File: config.mk
export PLATFORM = sky130hd
export DESIGN_NAME = tdm_slot_rx
export DESIGN_NICKNAME = d
export VERILOG_FILES = /design/src/rtl/tdmrx_pkg.sv /design/src/rtl/tdmrx_framer.sv /design/src/rtl/tdmrx_deser.sv /design/src/rtl/tdm_slot_rx.sv
export SDC_FILE = /design/constraint.sdc
export NUM_CORES = 1
export LEC_CHECK = 0
export BUFFER_PORTS_ARGS = -buffer_cell sky130_fd_sc_hd__buf_2
export CAP_MARGIN = 30
export CORE_MARGIN = 4
export CORE_UTILIZATION = 40
export CTS_BUF_LIST = sky130_fd_sc_hd__clkbuf_4 sky130_fd_sc_hd__clkbuf_8
export DETAILED_ROUTE_END_ITERATION = 16
export PLACE_DENSITY = 0.63
export SLEW_MARGIN = 20
export SYNTH_ARGS = -nofsm -noshare
export SYNTH_HDL_FRONTEND = slang
export SYNTH_SLANG_ARGS = --single-unit
File: constraint.sdc
create_clock -name bclk -period 5 [get_ports bclk]
set_clock_uncertainty 0.15 [all_clocks]
set_input_delay 0 -clock bclk [delete_from_list [all_inputs] [get_ports bclk]]
set_output_delay 0 -clock bclk [all_outputs]
set_load 0.02 [all_outputs]
File: src/rtl/tdmrx_pkg.sv
package tdmrx_pkg;
  parameter int unsigned DEF_TAG_BITS  = 16;
  parameter int unsigned DEF_SLOT_BITS = 20;
  parameter int unsigned DEF_NUM_SLOTS = 12;
endpackage

File: src/rtl/tdmrx_framer.sv
module tdmrx_framer #(
  parameter int unsigned TAG_BITS  = tdmrx_pkg::DEF_TAG_BITS,
  parameter int unsigned SLOT_BITS = tdmrx_pkg::DEF_SLOT_BITS,
  parameter int unsigned NUM_SLOTS = tdmrx_pkg::DEF_NUM_SLOTS,
  localparam int unsigned FLD_W    = $clog2(NUM_SLOTS + 1),
  localparam int unsigned BIT_W    = $clog2(SLOT_BITS)
) (
  input  logic             bclk,
  input  logic             rst_n,
  input  logic             sync,
  output logic             bit_vld,
  output logic [FLD_W-1:0] fld,
  output logic             fld_last,
  output logic             frame_err
);
  logic             sync_q;
  logic             locked_q, locked_n;
  logic [FLD_W-1:0] fld_q, fld_n;
  logic [BIT_W-1:0] bit_q, bit_n;
  logic             err_q, err_n;
  logic             sync_rise, q_last, at_end;

  assign sync_rise = sync & ~sync_q;
  assign q_last    = (fld_q == '0) ? (bit_q == BIT_W'(TAG_BITS - 1))
                                   : (bit_q == BIT_W'(SLOT_BITS - 1));
  assign at_end    = locked_q && (fld_q == FLD_W'(NUM_SLOTS)) && q_last;

  always_comb begin
    locked_n = locked_q;
    fld_n    = fld_q;
    bit_n    = bit_q;
    err_n    = 1'b0;
    if (sync_rise) begin
      locked_n = 1'b1;
      fld_n    = '0;
      bit_n    = '0;
      err_n    = locked_q && !at_end;
    end else if (at_end) begin
      locked_n = 1'b0;
      fld_n    = '0;
      bit_n    = '0;
      err_n    = 1'b1;
    end else if (locked_q) begin
      if (q_last) begin
        fld_n = fld_q + FLD_W'(1);
        bit_n = '0;
      end else begin
        bit_n = bit_q + BIT_W'(1);
      end
    end
  end

  always_ff @(negedge bclk or negedge rst_n) begin
    if (!rst_n) begin
      sync_q   <= 1'b0;
      locked_q <= 1'b0;
      fld_q    <= '0;
      bit_q    <= '0;
      err_q    <= 1'b0;
    end else begin
      sync_q   <= sync;
      locked_q <= locked_n;
      fld_q    <= fld_n;
      bit_q    <= bit_n;
      err_q    <= err_n;
    end
  end

  assign bit_vld   = locked_n;
  assign fld       = fld_n;
  assign fld_last  = (fld_n == '0) ? (bit_n == BIT_W'(TAG_BITS - 1))
                                   : (bit_n == BIT_W'(SLOT_BITS - 1));
  assign frame_err = err_q;

  assert_fld_range_R4: assert property (@(negedge bclk) disable iff (!rst_n)
    fld_q <= FLD_W'(NUM_SLOTS));
  assert_tag_len_R3: assert property (@(negedge bclk) disable iff (!rst_n)
    (fld_q == '0) |-> (bit_q < BIT_W'(TAG_BITS)));
  assert_slot_len_R4: assert property (@(negedge bclk) disable iff (!rst_n)
    (fld_q != '0) |-> (bit_q < BIT_W'(SLOT_BITS)));
  assert_unlock_flags_R8: assert property (@(negedge bclk) disable iff (!rst_n)
    $fell(locked_q) |-> err_q);
endmodule

File: src/rtl/tdmrx_deser.sv
module tdmrx_deser #(
  parameter int unsigned TAG_BITS  = tdmrx_pkg::DEF_TAG_BITS,
  parameter int unsigned SLOT_BITS = tdmrx_pkg::DEF_SLOT_BITS,
  parameter int unsigned NUM_SLOTS = tdmrx_pkg::DEF_NUM_SLOTS,
  localparam int unsigned FLD_W    = $clog2(NUM_SLOTS + 1)
) (
  input  logic                 bclk,
  input  logic                 rst_n,
  input  logic                 sdi,
  input  logic                 bit_vld,
  input  logic [FLD_W-1:0]     fld,
  input  logic                 fld_last,
  output logic                 codec_ready,
  output logic                 slot_stb,
  output logic [FLD_W-1:0]     slot_num,
  output logic [SLOT_BITS-1:0] slot_data,
  output logic                 frame_done
);
  logic [SLOT_BITS-1:0] shift_q, shift_n, word;
  logic [TAG_BITS-1:0]  tag_q, tag_n;
  logic                 stb_q, stb_n, done_q, done_n;
  logic [FLD_W-1:0]     num_q, num_n;
  logic [SLOT_BITS-1:0] data_q, data_n;
  logic [NUM_SLOTS:0]   vld_vec;
  logic                 out_en;

  assign vld_vec[0] = 1'b0;
  for (genvar k = 1; k <= NUM_SLOTS; k++) begin : g_vld
    assign vld_vec[k] = tag_q[TAG_BITS-1-k];
  end

  assign word = {shift_q[SLOT_BITS-2:0], sdi};

  always_comb begin
    shift_n = shift_q;
    tag_n   = tag_q;
    stb_n   = 1'b0;
    done_n  = 1'b0;
    if (bit_vld) begin
      if (fld_last) begin
        shift_n = '0;
        if (fld == '0) begin
          tag_n = word[TAG_BITS-1:0];
        end else begin
          stb_n  = tag_q[TAG_BITS-1] & vld_vec[fld];
          done_n = (fld == FLD_W'(NUM_SLOTS));
        end
      end else begin
        shift_n = word;
      end
    end
  end

  assign out_en = stb_n;
  assign num_n  = out_en ? fld  : num_q;
  assign data_n = out_en ? word : data_q;

  always_ff @(negedge bclk or negedge rst_n) begin
    if (!rst_n) begin
      shift_q <= '0;
      tag_q   <= '0;
      stb_q   <= 1'b0;
      done_q  <= 1'b0;
      num_q   <= '0;
      data_q  <= '0;
    end else begin
      shift_q <= shift_n;
      tag_q   <= tag_n;
      stb_q   <= stb_n;
      done_q  <= done_n;
      num_q   <= num_n;
      data_q  <= data_n;
    end
  end

  assign codec_ready = tag_q[TAG_BITS-1];
  assign slot_stb    = stb_q;
  assign slot_num    = num_q;
  assign slot_data   = data_q;
  assign frame_done  = done_q;

  assert_stb_needs_ready_R5: assert property (@(negedge bclk) disable iff (!rst_n)
    stb_q |-> codec_ready);
  assert_stb_num_R4: assert property (@(negedge bclk) disable iff (!rst_n)
    stb_q |-> ((num_q != '0) && (num_q <= FLD_W'(NUM_SLOTS))));
  assert_done_pulse_R6: assert property (@(negedge bclk) disable iff (!rst_n)
    done_q |=> !done_q);
  assert_stb_pulse_R4: assert property (@(negedge bclk) disable iff (!rst_n)
    stb_q |=> !stb_q);
endmodule

File: src/rtl/tdm_slot_rx.sv
module tdm_slot_rx #(
  parameter int unsigned TAG_BITS  = tdmrx_pkg::DEF_TAG_BITS,
  parameter int unsigned SLOT_BITS = tdmrx_pkg::DEF_SLOT_BITS,
  parameter int unsigned NUM_SLOTS = tdmrx_pkg::DEF_NUM_SLOTS,
  localparam int unsigned FLD_W    = $clog2(NUM_SLOTS + 1)
) (
  input  logic                 bclk,
  input  logic                 rst_n,
  input  logic                 sync,
  input  logic                 sdi,
  output logic                 codec_ready,
  output logic                 slot_stb,
  output logic [FLD_W-1:0]     slot_num,
  output logic [SLOT_BITS-1:0] slot_data,
  output logic                 frame_done,
  output logic                 frame_err
);
  logic             rst_meta, rst_s;
  logic             bit_vld, fld_last;
  logic [FLD_W-1:0] fld;

  always_ff @(negedge bclk or negedge rst_n) begin
    if (!rst_n) begin
      rst_meta <= 1'b0;
      rst_s    <= 1'b0;
    end else begin
      rst_meta <= 1'b1;
      rst_s    <= rst_meta;
    end
  end

  tdmrx_framer #(
    .TAG_BITS(TAG_BITS), .SLOT_BITS(SLOT_BITS), .NUM_SLOTS(NUM_SLOTS)
  ) u_framer (
    .bclk(bclk), .rst_n(rst_s), .sync(sync),
    .bit_vld(bit_vld), .fld(fld), .fld_last(fld_last), .frame_err(frame_err)
  );

  tdmrx_deser #(
    .TAG_BITS(TAG_BITS), .SLOT_BITS(SLOT_BITS), .NUM_SLOTS(NUM_SLOTS)
  ) u_deser (
    .bclk(bclk), .rst_n(rst_s), .sdi(sdi),
    .bit_vld(bit_vld), .fld(fld), .fld_last(fld_last),
    .codec_ready(codec_ready), .slot_stb(slot_stb), .slot_num(slot_num),
    .slot_data(slot_data), .frame_done(frame_done)
  );

  assert_err_done_apart_R6: assert property (@(negedge bclk) disable iff (!rst_s)
    !(frame_err && frame_done));
  assert_err_no_stb_R7: assert property (@(negedge bclk) disable iff (!rst_s)
    !(frame_err && slot_stb));
endmodule

==> metrics.cfg, run 1 <==
[yosys]
synth-main-ff-cell=dfrtn_1
netlist_instances=303
synth_area_leaders=dfrtn_1 53%, mux2_4 9.2%, nand2_1 6.4%, mux2_2 4.6%, a21oi_1 3.5%
yosysSeqAreaShare_pct=52.55
synth_nets=310
async_reset_ff_share_pct=100.0
synth.avg_cell_area_um2=11.31
synthesis.area_um2=3428
ys_ff_latch=72
yosysTopAreaCell=dfrtn_1
yosys_warnings=0
synth_edf_count=0
yosysUniqueCellTypes=56
synth_top_area_share_pct=52.55

[cts]
ctsHoldBuffers=0
insertion_delay_ns=0.33
numCtsBuffers=9
cts.sink_count=72
cts_setup_buffers=0
htreeDepth=3
path_clk_slew_ns=0.05
cts_tree=built
cts-root-buf=clkbuf_8
clk_path_buf_depth=2
post_cts_resized=0

[critical_path]
startpoint=sync
worst-r2r-cell-count=11
r2r_slack_ns=1.37
reg2reg_from=u_framer.fld_q[0]
cp_max_fo=24
rr_endpoint=u_deser.slot_data[10]
crit_required_ns=2.52
path_class=in -> reg
worst_setup_path_end_kind=flop
worstSetupStartpointType=input port
cp.arrival_ns=2.06

[detailed_routing]
vias=2418
drt_iter0_markers=208
drc=0
via_per_inst=5.373
drtAntennaViolNets=0
routed_wl_um=6990
wl_per_cell_um=15.53
drt_first_pass_iters=5

[floorplan]
die_y_um=100.6
die_w_um=100.6
die_area_um2=10120
core_area_um2=8258
num_rows=33
initial_utilization_pct=41.52
ios=32

[min_path]
hold_path.class=reg -> async

[placement]
gp_congestion=0.8786
port_buffers=31
place_hpwl_um=4878
pre_cts_ws_ns=0.1662
place_area_um2=3752

[timing]
final-setup-viol-count=0
worst_pin_slew_ns=0.6486
rsz0062_at_grt=false
fin_ws_ns=0.4605
hold_viol_final=0
slew_headroom_pct=56.71
holdWs_ns=0.06520
slew_viol_final=0
fin_setup_tns_ns=0

[pwr]
p_leak_nw=1.986
ir_worst_vdd_uv=241.5
powerDensity_nw_per_um2=379.3

[global_route]
grt_pass1_vias=2471
grt_pass1_wl_um=12190
overflow=0
grt_start_max_net_pins=43
grt_usage_pct=15.12
antenna_found_initial=0

[outcome]
status=finished, final reports clean

[cells_and_area]
drive_gt1_share_pct=30.14
num_antenna_cells=0
finalInstanceArea_um2=3988
finalNetCount=347
syn2layout_area_growth_pct=16.31

[job]
max_cap_viol_count=0

## critical path, cell delays in order
cell      delay [ns]
buf_2           0.11
nand2b_1        0.13
buf_4           0.17
a21oi_1         0.07
o311a_1         0.30
o41ai_1         0.31
inv_1           0.11
a211o_1         0.35
buf_12          0.19
mux2_4          0.31
## cell type report
class                      count  area, um^2
clock inverter                 4       76.32
multi-input combinational    205        1499
fill                         784        4270
clock buffer                  12       158.9
tap                          105       131.4
sequential                    72        1802
timing repair buffer          42       282.8
inverter                      10       37.54
## state kept, by name, indices dropped and copies added (netlist names), 4 cells and up
name and count:
u_deser.slot_data 20, u_deser.shift_q 19, u_deser.tag_q 13, u_framer.bit_q 5, u_deser.slot_num 4, u_framer.fld_q 4
## power breakdown
part	switching, mW	internal (mW)
Sequential	0.0895	0.689
Clock	0.208	0.315
Combinational	0.102	0.110
Total	0.399	1.11
## synthesized netlist by cell type (all sizes together) (2+ instances only)
library cell  number
nand4              4
nor4b              2
a311o              2
inv               10
xnor2              3
a31oi              3
clkbuf             9
dfrtn             72
buf                7
nor3               5
a21oi             24
a2111oi            3
o311a              2
a211o              2
nand2             58
nand2b             4
mux2              37
mux2i              4
and3               3
o21ai              5
nor2              11
ha                 3
xor2               2
nand3              7
## stage by stage
stage          power [mW]  cells  utilization [%]
3_3_place_gp       0.9929    433            45.11
2_1_floorplan      0.9306    303                -
4_1_cts             1.528    450            48.29
5_1_grt             1.597    450            48.29
3_5_place_dp        1.002    434            45.44
6_report            1.513    450            48.29
## placed cells by master (no fill, tap or decap), types with 2 or more instances in the layout
cell type / n
nand2_1: 58
nor3_2: 2
xnor2_1: 3
mux2_1: 2
a21oi_1: 24
nor4b_1: 2
buf_12: 2
o21ai_1: 2
nand3_1: 7
o311a_1: 2
mux2_2: 14
dfrtn_1: 72
a31oi_1: 3
nand2b_1: 4
xor2_1: 2
and3_1: 3
nor2_1: 10
a311o_1: 2
bufinv_16: 2
clkbuf_8: 11
inv_1: 8
inv_2: 2
buf_4: 8
mux2i_1: 3
buf_2: 31
nand4_1: 4
nor3_1: 3
ha_1: 3
o21ai_0: 3
mux2_4: 21
a211o_1: 2
a2111oi_0: 2
## cells by family after synthesis
family / Yosys count / synth area share, %
AOI/OAI and AO/OA: 50 / 9.745
xor gates and xnor gates: 5 / 1.278
adders and majority gates: 3 / 1.095
muxes: 41 / 15.73
DFF: 72 / 52.55
other: 1 / 0.1094
buffers and inverters: 26 / 3.722
and+or+nand+nor: 105 / 15.77
## routing by layer
| metal | GRT usage, % | up-vias | wire length (um) |
|---|---|---|---|
| met1 | 20.67 | 1213 | 3281 |
| met5 | 0 | - | 0 |
| li1 | - | 1141 | - |
| met4 | 6.839 | 0 | 95 |
| met2 | 22.53 | 55 | 3280 |
| met3 | 3.945 | 9 | 332 |
## worst max path at each step
stage	to	slack (ns)	cells after the start
finish	u_deser.slot_data[10]	0.46	10
global route	u_deser.slot_data[10]	0.39	10
CTS	u_deser.slot_data[10]	0.49	10
detailed placement	u_deser.slot_data[6]	0.17	10
global placement	u_deser.slot_data[11]	0.20	10
floorplan	u_deser.slot_data[10]	0.22	11
No activity file was read; power rests on OpenSTA's default activity.
==> inputs of run 2 (changes only) <==
- CORE_UTILIZATION: 40 -> 66
- PLACE_DENSITY: 0.63 -> 0.93
==> metrics.cfg, run 2 (synthesized netlist as in run 1, its figures left out) <==
[outcome]
status=finished, final reports clean

[timing]
slew_viol_final=0  ; unchanged
fin_setup_tns_ns=0  ; unchanged
slew_headroom_pct=48.48  ; -8.2 points
worst_pin_slew_ns=0.7727  ; +0.1241 ns
rsz0062_at_grt=false
final-setup-viol-count=0  ; unchanged
hold_viol_final=0  ; unchanged

[cells_and_area]
num_antenna_cells=0  ; unchanged
final_common_cell=dfrtn_1
finalInstanceArea_um2=3867  ; -3.0%
final_cell_mix=72 x dfrtn_1, 58 x nand2_1, 31 x buf_2
drive_gt1_share_pct=30.26  ; +0.11 points
n_fill_cell=253  ; -68%
syn2layout_area_growth_pct=12.81
largest_reg_flops=20  ; unchanged
finalNetCount=349  ; +0.58%

[placement]
place_area_um2=3680  ; -1.9%
gp_congestion=0.9137  ; +4.0%
place_hpwl_um=5441  ; +12%
port_buffers=31  ; unchanged

[pwr]
p_leak_nw=1.962  ; -1.2%
pwr-share-clk_pct=29.0  ; -5.6 points
netSwitchingPower_mw=0.4611  ; +15%
powerDensity_nw_per_um2=379.4  ; about the same
ir_worst_vdd_uv=374.4  ; +55%
p_sw_share_pct=31.43  ; +5.0 points
p_seq_share_pct=54.7  ; +3.2 points
intPower_mw=1.006  ; -9.6%
p_comb_share_pct=16.3  ; +2.3 points

[cts]
cts.sink_count=72  ; unchanged
insertion_delay_ns=0.34  ; about the same
cts_setup_buffers=0  ; unchanged
path_clk_slew_ns=0.05  ; about the same
cts-root-buf=clkbuf_8
clk_path_buf_depth=2  ; unchanged
post_cts_resized=0  ; unchanged
ctsHoldBuffers=1  ; +1
htreeDepth=3  ; unchanged
numCtsBuffers=9  ; unchanged
cts_tree=built

[critical_path]
worstSetupStartpointType=input port
cp.arrival_ns=2.34  ; +0.28 ns
cp_max_fo=16  ; -33%
path_class=in -> reg
crit_required_ns=2.52  ; about the same
worst_setup_path_end_kind=flop

[detailed_routing]
drt_first_pass_iters=5  ; unchanged
vias=2779  ; +15%
drc=0  ; unchanged
via_per_inst=6.713  ; +25%
drt_iter0_markers=412  ; +98%
drtAntennaViolNets=0  ; unchanged
routed_wl_um=9913  ; +42%
wl_per_cell_um=23.94  ; +54%

[global_route]
antenna_found_initial=0  ; unchanged
grt_pass1_vias=2840  ; +15%
grt_usage_pct=34.85  ; +20 points
grt_pass1_wl_um=15990  ; +31%
overflow=0  ; unchanged
grt_start_max_net_pins=63  ; +47%

[job]
max_cap_viol_count=0  ; unchanged

[floorplan]
initial_utilization_pct=70.26  ; +29 points
die_area_um2=6411  ; -37%
die_w_um=80.07  ; -20%
core_area_um2=4880  ; -41%
ios=32  ; unchanged
die_y_um=80.07  ; -20%
num_rows=25  ; -24%

[min_path]
hold_path.class=reg -> reg

[run 2: cell count changes in the layout (fill, tap and decap cells not counted)]
cell | before | now
dlygate4sd3_1 | 0 | 1
clkbuf_4 | 1 | 3
clkbuf_8 | 11 | 10
buf_4 | 8 | 11
clkinv_4 | 1 | 0
buf_16 | 1 | 0
buf_12 | 2 | 1
bufinv_16 | 2 | 0
clkinv_2 | 0 | 2
[run 2: layout make-up]
| type | count | area, um^2 | share of cell area, % |
|---|---|---|---|
| timing repair buffer | 44 | 267.8 | 6.923 |
| clock buffer | 13 | 160.2 | 4.141 |
| tap | 67 | 83.83 | 2.168 |
| multi-input combinational | 205 | 1499 | 38.76 |
| sequential | 72 | 1802 | 46.59 |
| inverter | 10 | 37.54 | 0.9706 |
| clock inverter | 3 | 17.52 | 0.4529 |
[run 2: stage by stage]
step                      worst slack (ns)  hold slack [ns]  power (mW)  std cells  utilization, %
after floorplan                     0.2182           0.1417      0.9306        303               -
after global placement              0.1542         -0.05812      0.9857        397           75.41
after detailed placement            0.1680         -0.04924       1.013        397           75.41
after CTS                           0.2810           0.2051       1.453        414           79.26
after global routing                0.1778           0.2061       1.520        414           79.26
final                               0.1832           0.2030       1.467        414           79.26
[run 2: layer usage]
metal | vias to the layer above | track usage (%) | routed length, um
met5 | - | 0 | 0
met4 | 0 | 19.26 | 579
met1 | 1360 | 42.88 | 3592
met2 | 216 | 55.13 | 4793
li1 | 1141 | - | -
met3 | 62 | 10.20 | 948
[run 2: path summary, 6_finish.rpt]
check | from | endpoint | slack, ns | depth (start not counted)
max | sync | u_deser.slot_data[9] | 0.18 | 10
min | rst_meta | rst_s | 0.20 | 0
max reg2reg | u_framer.fld_q[0] | u_deser.slot_data[9] | 1.21 | 11
min reg2reg | rst_meta | rst_s | 0.20 | 0
max in group asynchronous | rst_n | rst_s | 2.88 | 1
min in group asynchronous | rst_s | u_deser.slot_num[0] | 0.29 | 1
[run 2: power groups by stage]
stage / registers [mW] / clock network, mW / logic (mW)
after floorplan: 0.767 / 0 / 0.163
after detailed placement: 0.795 / 0 / 0.218
after CTS: 0.792 / 0.425 / 0.236
final: 0.802 / 0.426 / 0.239
after global placement: 0.785 / 0 / 0.200
after global routing: 0.808 / 0.447 / 0.265
[run 2: critical path, cell delays in order]
cell and delay [ns]:
buf_2 0.12, nor2b_1 0.16, a31oi_1 0.29, nand2_1 0.09
o21bai_1 0.39, a41oi_1 0.22, o311a_1 0.22, a211o_1 0.31
buf_12 0.19, mux2_4 0.34
==> inputs of run 3 (changes only) <==
- CORE_UTILIZATION: 66 -> 63
- CTS_BUF_LIST: sky130_fd_sc_hd__clkbuf_4 sky130_fd_sc_hd__clkbuf_8 -> unset
- PLACE_DENSITY: 0.93 -> 0.87
==> metrics.cfg, run 3 (synthesized netlist as in run 1, its figures left out) <==
[cts]
path_clk_slew_ns=0.05  ; about the same
clk_path_buf_depth=2  ; unchanged
cts-root-buf=clkbuf_8
htreeDepth=3  ; unchanged
cts_setup_buffers=0  ; unchanged
ctsHoldBuffers=0  ; -1
insertion_delay_ns=0.33  ; about the same
cts.sink_count=72  ; unchanged
post_cts_resized=0  ; unchanged
numCtsBuffers=9  ; unchanged
cts_tree=built

[timing]
slew_headroom_pct=57.49  ; +9.0 points
slew_viol_final=0  ; unchanged
final-setup-viol-count=0  ; unchanged
rsz0062_at_grt=false
hold_viol_final=0  ; unchanged
worst_pin_slew_ns=0.6369  ; -0.1359 ns

[critical_path]
cp_cell_sequence=buf_2 > nand2b_1 > buf_4 > nand4_1 > nor4b_1 > buf_4 > nand3_1 > a211o_1 > buf_12 > mux2_4
r2r_slack_ns=1.30  ; +0.09 ns
reg2reg_from=u_framer.fld_q[0]
worst_path_most_repeated_cell=buf_4
cp_slowest_stage_delay_ns=0.52  ; +0.13 ns
cp_max_fo=24  ; +8
worstSetupStartpointType=input port
worst_setup_path_end_kind=flop
crit_required_ns=2.52  ; about the same
worst-r2r-cell-count=11  ; unchanged
path_buf_inv=4  ; +2
cp.arrival_ns=2.27  ; -0.07 ns
cpMaxStageDelayCell=nor4b_1
rr_endpoint=u_deser.slot_data[16]
path_class=in -> reg
path_delay_family=simple AND/OR/NAND/NOR gates

[detailed_routing]
drt_first_pass_iters=4  ; -1
routed_wl_um=8002  ; -19%
drc=0  ; unchanged
drtAntennaViolNets=0  ; unchanged
vias=2590  ; -6.8%
wl_per_cell_um=19.19  ; -20%
via_per_inst=6.211  ; -7.5%
drt_iter0_markers=297  ; -28%

[global_route]
grt_start_max_net_pins=45  ; -29%
antenna_found_initial=0  ; unchanged
grt_pass1_wl_um=13590  ; -15%
overflow=0  ; unchanged
grt_pass1_vias=2583  ; -9.0%
grt_usage_pct=27.44  ; -7.4 points

[floorplan]
die_y_um=81.77  ; +2.1%
num_rows=26  ; +4.0%
die_w_um=81.77  ; +2.1%
initial_utilization_pct=65.87  ; -4.4 points
core_area_um2=5205  ; +6.7%
ios=32  ; unchanged
die_area_um2=6686  ; +4.3%

[cells_and_area]
finalInstanceArea_um2=3879  ; +0.29%
largest_reg_flops=20  ; unchanged
multiInputGateArea_um2=1499  ; unchanged
final_common_cell=dfrtn_1
fin_cells=417  ; +0.72%
register_area_um2=1802  ; unchanged
num_antenna_cells=0  ; unchanged
drive_gt1_share_pct=30.26  ; unchanged
n_fill_cell=322  ; +27%
finalNetCount=350  ; +0.29%
syn2layout_area_growth_pct=13.14
final_cell_mix=72 x dfrtn_1, 58 x nand2_1, 31 x buf_2

[pwr]
power_mw=1.423  ; -3.0%
p_leak_nw=1.966  ; +0.22%
powerDensity_nw_per_um2=366.9  ; -3.3%
ir_worst_vdd_uv=316.3  ; -16%

[placement]
place_hpwl_um=5086  ; -6.5%
numPlacedInstances=402  ; +1.3%
port_buffers=31  ; unchanged
gp_congestion=0.8620  ; -5.7%
place_area_um2=3706  ; +0.71%

[min_path]
hold_path.class=reg -> async

[outcome]
status=finished, final reports clean

[job]
max_cap_viol_count=0  ; unchanged

## run 3: final cells by class
cell class                      instances  area share, %
Clock inverter                          3         0.4516
Multi-Input combinational cell        205          38.65
Timing Repair Buffer                   45          7.226
Sequential cell                        72          46.45
Tap cell                               70          2.258
Inverter                               10         0.9677
Clock buffer                           12          4.000
## run 3: report_power, final
group	total, mW	switching (mW)	internal [mW]
sequential	0.790	0.101	0.689
combinational	0.226	0.117	0.110
clock	0.407	0.204	0.203
## run 3: stage by stage
| stage | worst slack [ns] | hold slack, ns | util [%] | TNS [ns] |
|---|---|---|---|---|
| CTS | 0.2841 | 0.02013 | 74.52 | 0 |
| floorplan | 0.2182 | 0.1417 | - | 0 |
| global route | 0.1740 | 0.05693 | 74.52 | 0 |
| global placement | 0.1069 | 0.1514 | 70.91 | 0 |
| finish | 0.2559 | 0.01431 | 74.52 | 0 |
| detailed placement | -0.002558 | 0.03058 | 71.20 | -0.006395 |
## run 3: how the worst max path moves through the flow
| stage | depth (start not counted) | slack (ns) | from | to |
|---|---|---|---|---|
| after floorplan | 11 | 0.22 | sync | u_deser.slot_data[10] |
| after global placement | 10 | 0.11 | sync | u_deser.slot_data[0] |
| after detailed placement | 10 | -0.003 | sync | u_deser.slot_data[6] |
| after CTS | 10 | 0.28 | sync | u_deser.slot_data[16] |
| after global routing | 10 | 0.17 | sync | u_deser.slot_data[6] |
| final | 10 | 0.26 | sync | u_deser.slot_data[16] |
## run 3: routing by layer
layer / track usage (%) / wire length [um] / up-vias / part of all wire (%)
met5: 0 / 0 / - / 0
met4: 10.63 / 202 / 0 / 2.5
met3: 6.908 / 538 / 21 / 6.7
met2: 42.73 / 3941 / 127 / 49
met1: 37.23 / 3319 / 1291 / 41
li1: - / - / 1151 / -
## run 3: worst reg2reg max path, delay by kind of cell (launching register included)
family | cells | cell delay (ns)
AND/OR/NAND/NOR | 4 | 0.91
AO/OA/AOI/OAI | 2 | 0.79
flip-flops | 1 | 0.56
buffers and inverters | 3 | 0.56
multiplexers | 1 | 0.33
adder cells (fa/ha/maj) | 1 | 0.26
